### config.mk
export PLATFORM = sky130hd
export DESIGN_NAME = keyed_cfg_bank
export DESIGN_NICKNAME = d
export VERILOG_FILES = /design/src/rtl/cfgbank_pkg.sv /design/src/rtl/cfgbank_ctrl.sv /design/src/rtl/cfgbank_datapath.sv /design/src/rtl/keyed_cfg_bank.sv
export SDC_FILE = /design/constraint.sdc
export NUM_CORES = 1
export LEC_CHECK = 0
export ABC_AREA = 1
export BUFFER_PORTS_ARGS = -buffer_cell sky130_fd_sc_hd__buf_2
export CORE_UTILIZATION = 40
export CTS_CLUSTER_DIAMETER = 200
export DETAILED_ROUTE_END_ITERATION = 10
export PLACE_DENSITY = 0.69
export SETUP_SLACK_MARGIN = 0.4
export SLEW_MARGIN = 20
export SYNTH_ARGS = -nofsm -noshare
export SYNTH_HDL_FRONTEND = slang
export SYNTH_HIERARCHICAL = 1
export SYNTH_SLANG_ARGS = --single-unit
### constraint.sdc
create_clock -name clk -period 3.71 [get_ports clk]
set_input_delay 0.742 -clock clk [delete_from_list [all_inputs] [get_ports clk]]
set_output_delay 0.742 -clock clk [all_outputs]
set_load 0.05 [all_outputs]
### src/rtl/cfgbank_pkg.sv
package cfgbank_pkg;
  localparam int NUM_REGS = 7;
  localparam int REG_W    = 16;
  localparam int BUS_W    = 32;
  localparam int IDX_W    = $clog2(NUM_REGS);
  localparam int ADDR_W   = IDX_W + 2;
  localparam int KEY_W    = BUS_W - REG_W;
  localparam logic [KEY_W-1:0] WR_KEY = 16'hA55A;

  // Strobes from control to datapath
  typedef struct packed {
    logic             hit;    // address selects an implemented register
    logic [IDX_W-1:0] idx;    // register index
    logic             load;   // accepted keyed write
    logic             reject; // dropped write attempt
  } bankStrobe_t;

  function automatic logic [REG_W-1:0] fieldMask(input int i);
    case (i)
      0: return 16'h0FFF;
      1: return 16'hFFFF;
      2: return 16'h00FF;
      3: return 16'h7FFF;
      4: return 16'hFFF8;
      5: return 16'h00FF;
      6: return 16'h0FFF;
      default: return '0;
    endcase
  endfunction

  function automatic logic [REG_W-1:0] resetValue(input int i);
    case (i)
      1: return 16'h03F0;
      2: return 16'h00FC;
      default: return '0;
    endcase
  endfunction
endpackage

### src/rtl/cfgbank_ctrl.sv
module cfgbank_ctrl
  import cfgbank_pkg::*;
#(
  parameter int NR = NUM_REGS,
  parameter int AW = ADDR_W,
  parameter int IW = IDX_W
) (
  input  logic             clk,
  input  logic             rstN,
  input  logic [AW-1:0]    addr,
  input  logic             size32,
  input  logic             wrEn,
  input  logic [KEY_W-1:0] keyField,
  output bankStrobe_t      strobe,
  output logic             wrRejected
);
  logic aligned;
  logic inRange;
  logic keyOk;

  always_comb begin
    aligned = (addr[1:0] == 2'b00);
    inRange = ({1'b0, addr[AW-1:2]} < (IW+1)'(NR));
    keyOk   = size32 && (keyField == WR_KEY);
    strobe.hit    = aligned && inRange;
    strobe.idx    = addr[AW-1:2];
    strobe.load   = wrEn && strobe.hit && keyOk;
    strobe.reject = wrEn && !(strobe.hit && keyOk);
  end

  always_ff @(posedge clk) begin
    if (!rstN) wrRejected <= 1'b0;
    else       wrRejected <= strobe.reject;
  end
endmodule

### src/rtl/cfgbank_datapath.sv
module cfgbank_datapath
  import cfgbank_pkg::*;
#(
  parameter int NR = NUM_REGS,
  parameter int RW = REG_W,
  parameter int BW = BUS_W,
  parameter int IW = IDX_W
) (
  input  logic             clk,
  input  logic             rstN,
  input  bankStrobe_t      strobe,
  input  logic [RW-1:0]    wrLow,
  output logic [BW-1:0]    rdData,
  output logic [NR*RW-1:0] cfgRegs
);
  logic [RW-1:0] regQ [NR];

  for (genvar g = 0; g < NR; g++) begin : gReg
    localparam logic [RW-1:0] MASK = fieldMask(g);
    localparam logic [RW-1:0] RSTV = resetValue(g);
    always_ff @(posedge clk) begin
      if (!rstN)
        regQ[g] <= RSTV;
      else if (strobe.load && strobe.idx == IW'(g))
        regQ[g] <= wrLow & MASK;
    end
    assign cfgRegs[g*RW +: RW] = regQ[g];
  end

  logic [RW-1:0] rdSel;
  always_comb begin
    rdSel = '0;
    for (int i = 0; i < NR; i++)
      if (strobe.hit && strobe.idx == IW'(i)) rdSel = regQ[i];
    rdData = {{(BW-RW){1'b0}}, rdSel};
  end
endmodule

### src/rtl/keyed_cfg_bank.sv
module keyed_cfg_bank
  import cfgbank_pkg::*;
#(
  parameter int NR = NUM_REGS,
  parameter int RW = REG_W,
  parameter int BW = BUS_W,
  parameter int AW = ADDR_W
) (
  input  logic             clk,
  input  logic             rstN,
  input  logic [AW-1:0]    addr,
  input  logic             size32,
  input  logic             wrEn,
  input  logic [BW-1:0]    wrData,
  output logic [BW-1:0]    rdData,
  output logic             wrRejected,
  output logic [NR*RW-1:0] cfgRegs
);
  bankStrobe_t strobe;

  cfgbank_ctrl #(.NR(NR), .AW(AW), .IW(IDX_W)) uCtrl (
    .clk(clk), .rstN(rstN), .addr(addr), .size32(size32), .wrEn(wrEn),
    .keyField(wrData[BW-1:RW]), .strobe(strobe), .wrRejected(wrRejected)
  );

  cfgbank_datapath #(.NR(NR), .RW(RW), .BW(BW), .IW(IDX_W)) uData (
    .clk(clk), .rstN(rstN), .strobe(strobe), .wrLow(wrData[RW-1:0]),
    .rdData(rdData), .cfgRegs(cfgRegs)
  );
endmodule

==> run metrics <==
LEAKAGE=2.47 nW; endpoints failing hold=0; Post-CTS Setup Inserts=0; Combinational Power Share=21.0%; Die Ht=107 um; Remaining Overflow, GRT=0; gr usage total=between 20% and 30%; critical path capture point type=output port; Worst EP required=2.97 ns; port bufs=141; Hold Path Depth=3; Sw Share=33.4%; fin nets=647; WS Path Type=primary input to output port; Initial Utilization=approximately two fifths; row cnt=37; Core Box Area=10500 um^2; clk buf depth=2; MaxCap Viol Count=0; crit start category=primary input; CTS tree=yes; DR WL/cell=16.5 um; Final Max Slew Viols=0; Hold WC Path Type=primary input to register; post-DP HPWL=between 9 and 10 mm; drt total wl=between 10 and 15 mm; Seq. cell area=2540 um^2; Max FO, Critical Path=11; Syn Inst Count=464; share of layout cells above drive strength 1=30.3%; Final GP Congestion=0.851; Crit path arrival time=2.43 ns; Sink Count=85; ANT cells=0; Worst Tran Pin Value=0.693 ns; warnings from Yosys=6; clock root buffer=clkbuf_8; Clk pin slew, worst setup/hold paths=0.08 ns; VDD IR max=168 uV; critical hold path startpoint=wrEn; P_int=1.56 mW; pin count of the biggest net entering global routing=30; TritonCTS Buffers=9; Pwr Density=442 nW/um^2; iteration-0 DRC count of the detailed router=approximately 360; Hold-fix buffers, CTS=0; unrepaired setup endpoints after global routing=no; clock power share=a little under a third; DR vias=3747; Final min period=3.17 ns; Mapped Area=4390 um^2; placed inst area=5060 um^2; die area=11400 um^2; Remaining DRCs=0; area of the multi-input gates=1400 um^2; Post-DRT Antenna Nets=0; # H-tree levels=3; Psw=0.782 mW; Tot Pwr=2.34 mW; fin crit share=85.5%; post-route cell area=5300 um^2; vias in the first global route=3407; Fillers=988; Slew HR=53.7%; sequential fraction of design power=48.3%; Layout area overhead=20.7%; fmax=roughly 320 MHz; WHS Endpoint=uCtrl/wrRejected; Setup violations, final=0; num ports=186; status=completed; post-route setup TNS=0 ns; first-pass GRT wire length=18.4 mm; vias per cell=5.02; initial antenna violation count=0; die width=around 110 um; Mapped Avg Cell Area=9.45 um^2; DRT Pass-1 Iters=6
worst max path at each step:
stage / from / end / slack [ns] / depth (start not counted)
3_3_place_gp: addr[4] / rdData[11] / 0.57 / 9
4_1_cts: addr[4] / rdData[11] / 0.46 / 9
2_1_floorplan: addr[4] / rdData[3] / 0.61 / 9
6_report: addr[4] / rdData[11] / 0.54 / 9
3_5_place_dp: addr[4] / rdData[11] / 0.46 / 9
5_1_grt: addr[4] / rdData[11] / 0.40 / 9
metal layers:
layer / track usage, % / wire length (um) / vias up
met5: 0 / 0 / -
met4: 9.98 / 230 / 0
met3: 4.62 / 1200 / 14
met2: 35.0 / 6000 / 251
met1: 29.3 / 4870 / 1756
li1: - / - / 1726
power by group through the flow:
stage                     registers [mW]  logic, mW  clock network [mW]
after floorplan                     1.32      0.240                   0
after global placement              1.15      0.486                   0
after detailed placement            1.15      0.489                   0
after CTS                           1.13      0.489               0.731
after global routing                1.14      0.512               0.765
final                               1.13      0.490               0.718
area by class of cell:
cell class | count | share of cell area (%)
inverter | 43 | 3.05
sequential | 85 | 48.0
clock buffer | 9 | 2.34
tap | 136 | 3.21
clock inverter | 7 | 1.87
multi-input combinational | 314 | 26.4
timing repair buffer | 153 | 15.1
state kept, by name (all words and copies together) (netlist names):
signal,flops
uData/regQ,84
uCtrl/wrRejected,1
worst max-delay path, stage by stage:
cell	delay, ns
buf_2	0.18
nand3_1	0.10
nand2_1	0.07
inv_1	0.17
nand3_1	0.38
inv_2	0.31
nand2_1	0.11
nand3b_1	0.10
buf_2	0.26
metrics by stage:
stage          worst slack (ns)  instances  hold slack [ns]  util [%]
3_3_place_gp              0.565        731            0.991      48.4
3_5_place_dp              0.462        731            0.990      48.4
5_1_grt                   0.401        747            0.637      50.6
2_1_floorplan             0.614        507            0.853         -
4_1_cts                   0.455        747            0.606      50.5
6_report                  0.538        747            0.615      50.6
placed cells by master (no fill, tap or decap), drive strengths merged:
cell and instances:
a21oi 2, a22o 1, buf 153, bufinv 2, clkbuf 9, clkinv 3, clkinvlp 1, conb 44
dfxtp 1, edfxtp 84, inv 44, nand2 86, nand3 33, nand3b 1, nand4 33, nor2 105
nor3 2, o21ai 4, or2 3
what timing repair did:
item                                    in CTS  in global routing
endpoints found under the setup margin       0                  7
hold endpoints to repair                     0                  0
gates resized for setup                      0                  3
Note: power is estimated with default switching activity, not from simulation.
